<file path="src/rtl/memsteer_pkg.sv">
package memsteer_pkg;
  localparam int NBUS  = 4;
  localparam int WORDS = 4;

  typedef enum logic [1:0] {
    OP_RDRS = 2'b00,
    OP_WR   = 2'b01,
    OP_RMW  = 2'b10,
    OP_RSV  = 2'b11
  } op_e;

  typedef enum logic [1:0] {
    MODE_FOUR = 2'b00,
    MODE_TWO  = 2'b01,
    MODE_ONE  = 2'b10,
    MODE_ONEB = 2'b11
  } mode_e;

  typedef enum logic [2:0] {
    L_IDLE, L_RREQ, L_RDROP, L_HOLD, L_WREQ, L_WDROP
  } lst_e;
endpackage

</file>
<file path="src/rtl/memsteer_sync2.sv">
module memsteer_sync2 #(
  parameter int N = 1
) (
  input  logic         clk,
  input  logic         rst_n,
  input  logic [N-1:0] d,
  output logic [N-1:0] q
);
  logic [N-1:0] s1, s2;

  always_ff @(posedge clk or negedge rst_n) begin
    if (!rst_n) begin
      s1 <= '0;
      s2 <= '0;
    end else begin
      s1 <= d;
      s2 <= s1;
    end
  end

  assign q = s2;
endmodule

</file>
<file path="src/rtl/memsteer_lane.sv">
module memsteer_lane
  import memsteer_pkg::*;
#(
  parameter int W  = 36,
  parameter int AW = 22
) (
  input  logic          clk,
  input  logic          rst_n,
  input  logic          start,
  input  op_e           st_cmd,
  input  logic [AW-1:0] st_addr,
  input  logic [W-1:0]  st_wdata,
  input  logic [1:0]    st_tag,
  input  logic          mod_hold,
  input  logic [W-1:0]  mod_q,
  input  logic          ack_async,
  input  logic [W-1:0]  rdata,
  output logic          busy,
  output logic          rd_pulse,
  output logic [1:0]    rd_tag,
  output logic [W-1:0]  rd_word,
  output logic          fin_pulse,
  output logic          bus_req,
  output logic          bus_we,
  output logic [AW-1:0] bus_addr,
  output logic [W-1:0]  bus_wdata
);
  typedef struct packed {
    lst_e          st;
    op_e           cmd;
    logic [AW-1:0] addr;
    logic [W-1:0]  wbuf;
    logic [1:0]    tag;
    logic          rdp;
    logic          finp;
  } lane_t;

  lane_t cur, nx;
  logic  ack_s;

  memsteer_sync2 #(.N(1)) u_ack_sync (
    .clk  (clk),
    .rst_n(rst_n),
    .d    (ack_async),
    .q    (ack_s)
  );

  always_comb begin
    nx      = cur;
    nx.rdp  = 1'b0;
    nx.finp = 1'b0;
    unique case (cur.st)
      L_IDLE: if (start) begin
        nx.cmd  = st_cmd;
        nx.addr = st_addr;
        nx.wbuf = st_wdata;
        nx.tag  = st_tag;
        nx.st   = (st_cmd == OP_WR) ? L_WREQ : L_RREQ;
      end
      L_RREQ: if (ack_s) begin
        nx.wbuf = rdata;
        nx.rdp  = 1'b1;
        nx.st   = L_RDROP;
      end
      L_RDROP: if (!ack_s) begin
        nx.st = (cur.cmd == OP_RMW) ? L_HOLD : L_WREQ;
      end
      L_HOLD: if (mod_hold) begin
        nx.wbuf = mod_q;
        nx.st   = L_WREQ;
      end
      L_WREQ: if (ack_s) nx.st = L_WDROP;
      L_WDROP: if (!ack_s) begin
        nx.finp = 1'b1;
        nx.st   = L_IDLE;
      end
      default: nx.st = L_IDLE;
    endcase
  end

  always_ff @(posedge clk or negedge rst_n) begin
    if (!rst_n) cur <= '0;
    else        cur <= nx;
  end

  assign busy      = (cur.st != L_IDLE);
  assign bus_req   = (cur.st == L_RREQ) || (cur.st == L_WREQ);
  assign bus_we    = (cur.st == L_WREQ);
  assign bus_addr  = cur.addr;
  assign bus_wdata = cur.wbuf;
  assign rd_pulse  = cur.rdp;
  assign rd_tag    = cur.tag;
  assign rd_word   = cur.wbuf;
  assign fin_pulse = cur.finp;

  p_req_drop_after_ack_r11: assert property (@(posedge clk) disable iff (!rst_n)
    $fell(bus_req) |-> $past(ack_s));

  p_req_rise_ack_low_r11: assert property (@(posedge clk) disable iff (!rst_n)
    $rose(bus_req) |-> !ack_s);
endmodule

</file>
<file path="src/rtl/memsteer_seq.sv">
module memsteer_seq
  import memsteer_pkg::*;
#(
  parameter int W  = 36,
  parameter int AW = 22
) (
  input  logic                      clk,
  input  logic                      rst_n,
  input  logic [1:0]                cfg_mode,
  input  logic                      req_valid,
  input  logic [1:0]                req_op,
  input  logic                      req_quad,
  input  logic [AW-1:0]             req_addr,
  input  logic [WORDS*W-1:0]        req_wdata,
  input  logic                      mod_valid,
  input  logic [W-1:0]              mod_data,
  input  logic [NBUS-1:0]           lane_busy,
  input  logic [NBUS-1:0]           lane_rd,
  input  logic [NBUS-1:0]           lane_fin,
  input  logic [NBUS-1:0][1:0]      lane_rd_tag,
  input  logic [NBUS-1:0][W-1:0]    lane_rd_word,
  output logic                      req_ready,
  output logic                      rd_valid,
  output logic [1:0]                rd_idx,
  output logic [W-1:0]              rd_data,
  output logic                      req_done,
  output logic                      req_refused,
  output logic [NBUS-1:0]           lane_start,
  output op_e                       st_cmd,
  output logic [AW-1:0]             st_addr,
  output logic [W-1:0]              st_wdata,
  output logic [1:0]                st_tag,
  output logic                      mod_hold,
  output logic [W-1:0]              mod_q
);
  localparam int CW = $clog2(WORDS + 1);

  typedef struct packed {
    logic                        active;
    op_e                         op;
    logic                        quad;
    mode_e                       mode;
    logic [AW-1:0]               base;
    logic [WORDS-1:0][W-1:0]     wdat;
    logic [CW-1:0]               iss;
    logic [CW-1:0]               fin;
    logic [WORDS-1:0][W-1:0]     rbuf;
    logic [WORDS-1:0]            rbit;
    logic [CW-1:0]               outp;
    logic                        rv;
    logic [1:0]                  ridx;
    logic [W-1:0]                rdat;
    logic                        done;
    logic                        refused;
    logic                        mh;
    logic [W-1:0]                md;
  } seq_t;

  seq_t          cur, nx;
  logic [CW-1:0] nwords;
  logic [AW-1:0] iss_addr;
  logic [1:0]    iss_bus;
  logic          can_issue;

  function automatic logic [1:0] pick_bus(input mode_e m, input logic [AW-1:0] a);
    case (m)
      MODE_FOUR: return a[1:0];
      MODE_TWO:  return {1'b0, a[0]};
      default:   return 2'b00;
    endcase
  endfunction

  function automatic logic [AW-1:0] pick_loc(input mode_e m, input logic [AW-1:0] a);
    case (m)
      MODE_FOUR: return a >> 2;
      MODE_TWO:  return a >> 1;
      default:   return a;
    endcase
  endfunction

  assign nwords    = cur.quad ? CW'(WORDS) : CW'(1);
  assign iss_addr  = cur.quad ? {cur.base[AW-1:2], cur.iss[1:0]} : cur.base;
  assign iss_bus   = pick_bus(cur.mode, iss_addr);
  assign can_issue = cur.active && (cur.iss < nwords) && !lane_busy[iss_bus];

  assign lane_start = can_issue ? (NBUS'(1) << iss_bus) : '0;
  assign st_cmd     = cur.op;
  assign st_addr    = pick_loc(cur.mode, iss_addr);
  assign st_wdata   = cur.wdat[cur.iss[1:0]];
  assign st_tag     = cur.iss[1:0];

  always_comb begin
    nx         = cur;
    nx.rv      = 1'b0;
    nx.done    = 1'b0;
    nx.refused = 1'b0;
    if (can_issue) nx.iss = cur.iss + CW'(1);
    nx.fin = cur.fin + CW'($countones(lane_fin));
    for (int b = 0; b < NBUS; b++) begin
      if (lane_rd[b]) begin
        nx.rbit[lane_rd_tag[b]] = 1'b1;
        nx.rbuf[lane_rd_tag[b]] = lane_rd_word[b];
      end
    end
    if (cur.active && (cur.outp < nwords) && cur.rbit[cur.outp[1:0]]) begin
      nx.rv   = 1'b1;
      nx.ridx = cur.outp[1:0];
      nx.rdat = cur.rbuf[cur.outp[1:0]];
      nx.outp = cur.outp + CW'(1);
    end
    if (cur.active && (cur.op == OP_RMW) && mod_valid && !cur.mh) begin
      nx.mh = 1'b1;
      nx.md = mod_data;
    end
    if (cur.active && (cur.fin == nwords) && ((cur.op == OP_WR) || (cur.outp == nwords))) begin
      nx.active = 1'b0;
      nx.done   = 1'b1;
      nx.mh     = 1'b0;
    end
    if (!cur.active && req_valid) begin
      if (req_quad && (op_e'(req_op) == OP_RMW)) begin
        nx.refused = 1'b1;
      end else begin
        nx.active = 1'b1;
        nx.op     = op_e'(req_op);
        nx.quad   = req_quad;
        nx.mode   = mode_e'(cfg_mode);
        nx.base   = req_addr;
        nx.wdat   = req_wdata;
        nx.iss    = '0;
        nx.fin    = '0;
        nx.rbit   = '0;
        nx.outp   = '0;
        nx.mh     = 1'b0;
      end
    end
  end

  always_ff @(posedge clk or negedge rst_n) begin
    if (!rst_n) cur <= '0;
    else        cur <= nx;
  end

  assign req_ready   = !cur.active;
  assign rd_valid    = cur.rv;
  assign rd_idx      = cur.ridx;
  assign rd_data     = cur.rdat;
  assign req_done    = cur.done;
  assign req_refused = cur.refused;
  assign mod_hold    = cur.mh;
  assign mod_q       = cur.md;

  p_one_start_r5: assert property (@(posedge clk) disable iff (!rst_n)
    $onehot0(lane_start));

  p_onebus_only_bus0_r4: assert property (@(posedge clk) disable iff (!rst_n)
    (cur.mode inside {MODE_ONE, MODE_ONEB}) |-> (lane_busy[NBUS-1:1] == '0));

  p_twobus_low_pair_r3: assert property (@(posedge clk) disable iff (!rst_n)
    (cur.mode == MODE_TWO) |-> (lane_busy[3:2] == 2'b00));

  p_refuse_quiet_r9: assert property (@(posedge clk) disable iff (!rst_n)
    req_refused |-> ((lane_start == '0) && req_ready));

  p_done_lanes_idle_r10: assert property (@(posedge clk) disable iff (!rst_n)
    req_done |-> (lane_busy == '0));
endmodule

</file>
<file path="src/rtl/memport_steer.sv">
module memport_steer
  import memsteer_pkg::*;
#(
  parameter int W  = 36,
  parameter int AW = 22
) (
  input  logic                 clk,
  input  logic                 rst_n,
  input  logic [1:0]           cfg_mode,
  input  logic                 req_valid,
  output logic                 req_ready,
  input  logic [1:0]           req_op,
  input  logic                 req_quad,
  input  logic [AW-1:0]        req_addr,
  input  logic [WORDS*W-1:0]   req_wdata,
  input  logic                 mod_valid,
  input  logic [W-1:0]         mod_data,
  output logic                 rd_valid,
  output logic [1:0]           rd_idx,
  output logic [W-1:0]         rd_data,
  output logic                 req_done,
  output logic                 req_refused,
  output logic [NBUS-1:0]      mb_req,
  output logic [NBUS-1:0]      mb_we,
  output logic [NBUS*AW-1:0]   mb_addr,
  output logic [NBUS*W-1:0]    mb_wdata,
  input  logic [NBUS-1:0]      mb_ack,
  input  logic [NBUS*W-1:0]    mb_rdata
);
  logic [1:0]              rst_pipe;
  logic                    rst_core;
  logic [NBUS-1:0]         lane_start, lane_busy, lane_rd, lane_fin;
  logic [NBUS-1:0][1:0]    lane_rd_tag;
  logic [NBUS-1:0][W-1:0]  lane_rd_word;
  op_e                     st_cmd;
  logic [AW-1:0]           st_addr;
  logic [W-1:0]            st_wdata;
  logic [1:0]              st_tag;
  logic                    mod_hold;
  logic [W-1:0]            mod_q;

  always_ff @(posedge clk or negedge rst_n) begin
    if (!rst_n) rst_pipe <= 2'b00;
    else        rst_pipe <= {rst_pipe[0], 1'b1};
  end
  assign rst_core = rst_pipe[1];

  memsteer_seq #(.W(W), .AW(AW)) u_seq (
    .clk         (clk),
    .rst_n       (rst_core),
    .cfg_mode    (cfg_mode),
    .req_valid   (req_valid),
    .req_op      (req_op),
    .req_quad    (req_quad),
    .req_addr    (req_addr),
    .req_wdata   (req_wdata),
    .mod_valid   (mod_valid),
    .mod_data    (mod_data),
    .lane_busy   (lane_busy),
    .lane_rd     (lane_rd),
    .lane_fin    (lane_fin),
    .lane_rd_tag (lane_rd_tag),
    .lane_rd_word(lane_rd_word),
    .req_ready   (req_ready),
    .rd_valid    (rd_valid),
    .rd_idx      (rd_idx),
    .rd_data     (rd_data),
    .req_done    (req_done),
    .req_refused (req_refused),
    .lane_start  (lane_start),
    .st_cmd      (st_cmd),
    .st_addr     (st_addr),
    .st_wdata    (st_wdata),
    .st_tag      (st_tag),
    .mod_hold    (mod_hold),
    .mod_q       (mod_q)
  );

  for (genvar g = 0; g < NBUS; g++) begin : g_lane
    memsteer_lane #(.W(W), .AW(AW)) u_lane (
      .clk      (clk),
      .rst_n    (rst_core),
      .start    (lane_start[g]),
      .st_cmd   (st_cmd),
      .st_addr  (st_addr),
      .st_wdata (st_wdata),
      .st_tag   (st_tag),
      .mod_hold (mod_hold),
      .mod_q    (mod_q),
      .ack_async(mb_ack[g]),
      .rdata    (mb_rdata[g*W +: W]),
      .busy     (lane_busy[g]),
      .rd_pulse (lane_rd[g]),
      .rd_tag   (lane_rd_tag[g]),
      .rd_word  (lane_rd_word[g]),
      .fin_pulse(lane_fin[g]),
      .bus_req  (mb_req[g]),
      .bus_we   (mb_we[g]),
      .bus_addr (mb_addr[g*AW +: AW]),
      .bus_wdata(mb_wdata[g*W +: W])
    );
  end
endmodule

</file>
<file path="config.mk">
export PLATFORM = sky130hd
export DESIGN_NAME = memport_steer
export DESIGN_NICKNAME = d
export VERILOG_FILES = /design/src/rtl/memsteer_pkg.sv /design/src/rtl/memsteer_sync2.sv /design/src/rtl/memsteer_lane.sv /design/src/rtl/memsteer_seq.sv /design/src/rtl/memport_steer.sv
export SDC_FILE = /design/constraint.sdc
export NUM_CORES = 2
export LEC_CHECK = 0
export ABC_AREA = 1
export BUFFER_PORTS_ARGS = -buffer_cell sky130_fd_sc_hd__buf_2
export CORE_ASPECT_RATIO = 0.9
export CORE_MARGIN = 5
export CORE_UTILIZATION = 59
export CTS_BUF_LIST = sky130_fd_sc_hd__clkbuf_4 sky130_fd_sc_hd__clkbuf_8
export DETAILED_ROUTE_END_ITERATION = 7
export PLACE_DENSITY = 0.85
export SETUP_SLACK_MARGIN = 0.5
export SYNTH_ARGS = -nofsm -noshare
export SYNTH_HDL_FRONTEND = slang
export SYNTH_SLANG_ARGS = --single-unit
</file>
<file path="constraint.sdc">
create_clock -name clk -period 23.5 [get_ports clk]
set_input_delay 4.7 -clock clk [delete_from_list [all_inputs] [get_ports clk]]
set_output_delay 4.7 -clock clk [all_outputs]
set_load 0.02 [all_outputs]
</file>
Yosys cells after proc, flatten, opt, wreduce, memory -nomap -nowiden
Index checks and enable logic that the tools add are counted.
{"block": "op_classes", "addsub": 6, "order_cmp": 13, "eq_ne": 54, "n_shift": 1, "n_mux": 105, "bitwise_logic": 5, "reduce_logical": 49}
{"op": "148-bit two-way mux", "n": 4}
{"op": "144-bit bitwise mux", "n": 4}
{"op": "36-bit one-hot mux with 3 select lines", "n": 4}
{"op": "36-bit two-way mux", "n": 11}
{"op": "178-bit two-way mux", "n": 2}
{"op": "36-bit demux with 2-bit select", "n": 4}
{"op": "65-bit two-way mux", "n": 4}
{"op": "36-bit binary-select mux with 2-bit select", "n": 2}
{"op": "3-bit two-way mux", "n": 24}
{"op": "3-bit one-hot mux with 6 select lines", "n": 4}
{"op": "2-bit != test (second input constant)", "n": 23}
{"op": "22-bit one-hot mux with 2 select lines", "n": 1}
{"op": "42-bit two-way mux", "n": 1}
{"op": "37-bit two-way mux", "n": 1}
{"op": "1-bit two-way mux", "n": 27}
{"op": "3-bit by 2-bit == test with 1-bit output (second input constant)", "n": 8}
{"op": "3-bit == test (second input constant)", "n": 8}
{"op": "6-bit AND reduction", "n": 4}
{"op": "3-bit nonzero test", "n": 8}
{"op": "2-bit by 3-bit less-than comparator with 1-bit output (second input constant)", "n": 7}
{"op": "4-bit OR", "n": 4}
{"op": "4-bit AND reduction", "n": 4}
{"op": "1-bit logical AND", "n": 15}
{"op": "7-bit two-way mux", "n": 2}
{"op": "22 further kinds", "n": 57}
{"block": "word_totals", "regBits": 685, "out_inout_bits": 282, "wordCells": 294}

Longest topological paths before layout
{"block": "logic_depth", "depth_word": 14, "mapped_depth": 15}

Hierarchy
Synthesis repeated with hierarchy kept, for this count alone.
{"block": "unflattened", "hier_cells": 5347, "area_unflattened_um2": 40332.4}
{"mod": "memsteer_seq", "n_inst": 1, "cells_per_inst": 3012, "area_each_um2": 22501.6}
{"mod": "memsteer_lane", "n_inst": 4, "cells_per_inst": 581, "area_each_um2": 4394.2}
{"mod": "memsteer_sync2", "n_inst": 4, "cells_per_inst": 2, "area_each_um2": 50.0}
{"mod": "memport_steer", "n_inst": 1, "cells_per_inst": 3, "area_each_um2": 53.8}

Worst setup path before layout
No wires, ideal clock.
{"block": "synth_path", "path_type": "register to output", "start": "register g_lane[2].u_lane.cur[66] (netlist name)", "end": "output mb_req[2]", "arrival_time_ps": 1168, "required_time_ps": 18800, "setup_slack_ps": 17632, "path_stages_with_launch": 7, "path_buffers": 1, "path_cell_list": "dfrtp_1 nor2_1 inv_1 nor2_2 inv_1 o21ai_0 buf_4"}
{"block": "synth_via", "elab_chain_len": 2, "elab_cells_between_ends": 3}
{"item": "start, declared", "line": "memsteer_lane.sv:38", "text": "lane_t cur, nx;"}
{"item": "start signal, assigned", "line": "memsteer_lane.sv:83", "text": "else cur <= nx;"}
{"item": "3-bit by 1-bit == test with 1-bit output / 3-bit == test (equally long branches)", "line": "memsteer_lane.sv:87", "text": "assign bus_req = (cur.st == L_RREQ) || (cur.st == L_WREQ);"}
{"item": "1-bit logical OR (*)", "line": "memsteer_lane.sv:87"}
{"item": "end, declared", "line": "memport_steer.sv:23", "text": "output logic [NBUS-1:0] mb_req,"}
Mark *: on every way between the ends. The rest lies on a longest branch, timed or not.

Final worst setup path
{"block": "layout_path", "start": "register g_lane[0].u_lane.cur[64] (netlist name)", "end": "output mb_req[0]"}
{"block": "layout_via", "elab_chain_len": 2, "elab_cells_between_ends": 3}
{"item": "start, declared", "line": "memsteer_lane.sv:38"}
{"item": "start signal, assigned", "line": "memsteer_lane.sv:83"}
{"item": "3-bit by 1-bit == test with 1-bit output / 3-bit == test (equally long branches)", "line": "memsteer_lane.sv:87"}
{"item": "1-bit logical OR (*)", "line": "memsteer_lane.sv:87"}
Marks and branches as above.

==> impl_metrics.ini <==
[worst_setup_path]
rrSetupSlack_ns = 17.61
path_cells = inv_1, or2_2, nor2_4, inv_1, nand2_1, buf_2
rr_startpoint = u_seq.st_tag[0]
start_kind = register
end_kind = primary output
crit_start = g_lane[0].u_lane.cur[64]
worstSetupPathType = reg2out
path_buf_inv = 3
required_ns = 18.80
crit_slowest_cell = nor2_4
rr_worst_depth = 12
crit_path_max_incr_delay_ns = 0.89
cp.arrival_ns = 2.88
r2r-end = g_lane[3].u_lane.bus_wdata[6]
cp_common_cell = inv_1
crit_family = simple AND/OR/NAND/NOR gates
worst-path-max-fanout = 39

[timing]
drv_slew = 0
hold_viol_final = 0
holdWs_ns = 0.351
finalSetupViolations = 0
max_slew_margin = 0.155
fin_crit_ns = 7.58
finalCritPeriodShare = 0.322
fmax_ghz = 0.132
setup_slack_ns = 15.92
setup_tns_ns = 0
rsz0062_at_grt = false
worst_slew_pin_slew_ns = 1.27
finClkSkew_ns = 0.0259

[global_route]
grt_pass1_wl_um = 216000
grt_antenna_before_repair = 49
grt_max_degree = 194
overflow = 0
grt_pass1_vias = 34600
grt_usage = 0.409

[place]
io_buffers = 640
dp_hpwl_um = 97100
gp_congestion = 0.972
pre_cts_slack_ns = 16.30

[cells_and_area]
final_cell_mix = nand2_1, dfrtp_1, buf_2, o21ai_0, inv_1
nets = 5415
fillerInstances = 5322
drive_gt1_frac = 0.194
final_common_cell = nand2_1
synthToLayoutAreaGrowth_pct = 10.5

[floorplan]
fp.coreArea_um2 = 62700
rows = 87
chipHeight_um = 249
dieArea_um2 = 68400
start_util = 0.595
io_pins = 641
die_w_um = 275

[clocking]
clock-sinks = 685
ctsHoldBuffers = 0
cts.clk_slew.worst_paths_ns = 0.07
cts_buffers = 112
ctsResizeCount = 0
worstSkewPairLatency_ns = 0.75
cts_setup_buffers = 0
tritoncts = built
cts_max_level = 3
clockRootBuffer = clkbuf_8
clock_path_buffers = 3

[synth]
yosys.area.top_type = dfrtp_1
ys_types = 47
synth-edff-count = 0
seq_area_frac_synth = 0.460
synth.net_count = 5221
netlist_area_um2 = 37300
async_flop_share = 1.00
ys.flop_type = dfrtp_1
ys_warn_count = 0
synth_cells = 4852
synth_top_cell_area_share = 0.460
synthTopCellsByArea = dfrtp_1, nand2_1, o21ai_0
ys_ff_latch = 685
avgSynthCellArea_um2 = 7.69

[hold_path]
hold_end = g_lane[1].u_lane.u_ack_sync.q
holdCritStartpoint = g_lane[1].u_lane.u_ack_sync.s1
hp-class = reg2reg
hold_depth = 0

[pwr]
leakage_nw = 20.6
peakVddDrop_v = 0.0000455
power_density_nw_per_um2 = 58.3

[outcome]
run_status = finished with violations
violations = design-rule violations

[routing]
via_count = 37300
routed_wl_um = 144000
drc = 6
vias_per_cell = 6.22
drt-initial-drc-count = 5914
final_antenna_net_count = 0
wl_per_cell_um = 24.0
dr.pass1.iters = 8

[flow_run]
cap_viol_max_count = 0
[flip-flops by register name (all words and copies together) (netlist names)]
register / flops
u_seq.cur: 325
g_lane.u_lane.bus_wdata: 144
g_lane.u_lane.bus_addr: 88
u_seq.mod_q: 36
u_seq.rd_data: 36
g_lane.u_lane.cur: 20
g_lane.u_lane.rd_tag: 8
g_lane.u_lane.fin_pulse: 4
g_lane.u_lane.rd_pulse: 4
g_lane.u_lane.u_ack_sync.q: 4
g_lane.u_lane.u_ack_sync.s1: 4
rst_pipe: 2
u_seq.rd_idx: 2
u_seq.st_cmd: 2
u_seq.st_tag: 2
u_seq.mod_hold: 1
u_seq.rd_valid: 1
u_seq.req_done: 1
u_seq.req_refused: 1
[through the flow]
stage,instance area [um^2],power (mW),std cells,utilization
2_1_floorplan,37300,1.22,4852,-
3_3_place_gp,38700,1.27,5777,0.617
3_5_place_dp,38700,1.26,5777,0.617
4_1_cts,41200,2.40,5980,0.657
6_report,41200,2.40,6006,0.658
5_1_grt,41200,2.46,5998,0.657
[kinds of logic after synthesis]
family          synth area share
other cells             0.000101
fa+ha+maj                0.00376
simple gates               0.226
compound gates             0.188
xor+xnor                0.000235
mux                     0.000604
flops                      0.460
buf+inv                    0.121
[power by group]
group / internal [mW] / leakage (nW) / switching [mW] / total, mW
registers: 1.18 / 7.83 / 0.00237 / 1.18
logic: 0.0222 / 11.5 / 0.0381 / 0.0603
clock network: 0.658 / 1.33 / 0.501 / 1.16
total: 1.86 / 20.6 / 0.542 / 2.40
[area by class of cell]
cell class,instances,area (um^2),share of cell area
clock inverters,21,278,0.00674
flip-flops and latches,685,17200,0.416
diodes,26,65.1,0.00158
multi-input cells,3261,15800,0.382
clock buffers,182,2200,0.0535
inverters,297,1120,0.0271
well taps,845,1060,0.0256
repair buffers,689,3600,0.0872
[synthesized netlist by cell type, types with 2 or more instances]
cell,count
a31oi_1,19
clkinv_1,8
clkbuf_1,266
fa_1,2
a22o_1,14
nand3_1,186
o211ai_1,184
nor2_1,222
a32oi_1,14
ha_1,8
buf_6,3
nor3_1,20
buf_1,29
o21a_1,15
a22oi_1,140
nand2_1,1488
nor4_1,6
buf_2,28
a21oi_1,190
buf_4,283
inv_1,272
dfrtp_1,685
nor2_4,2
a21oi_2,2
o21ai_0,524
o22ai_1,59
o21ai_1,15
mux2_2,2
or2_2,43
a221oi_1,3
nand4_1,80
inv_2,17
nand3_2,7
a211oi_1,3
[how the worst max path moves through the flow]
stage,end,cells past startpoint
2_1_floorplan,g_lane[0].u_lane.bus_addr[0],0
3_3_place_gp,u_seq.cur[320],7
3_5_place_dp,u_seq.cur[322],8
4_1_cts,mb_req[0],6
5_1_grt,mb_req[0],6
6_report,mb_req[0],6
[routing by layer]
metal	vias to the layer above	global-route usage	routed length (um)
met5	-	0	203
met4	32	0.172	7780
met3	575	0.157	23400
met2	3135	0.576	59600
met1	17300	0.568	53300
li1	16300	-	-
Note: power is estimated with default switching activity, not from simulation.
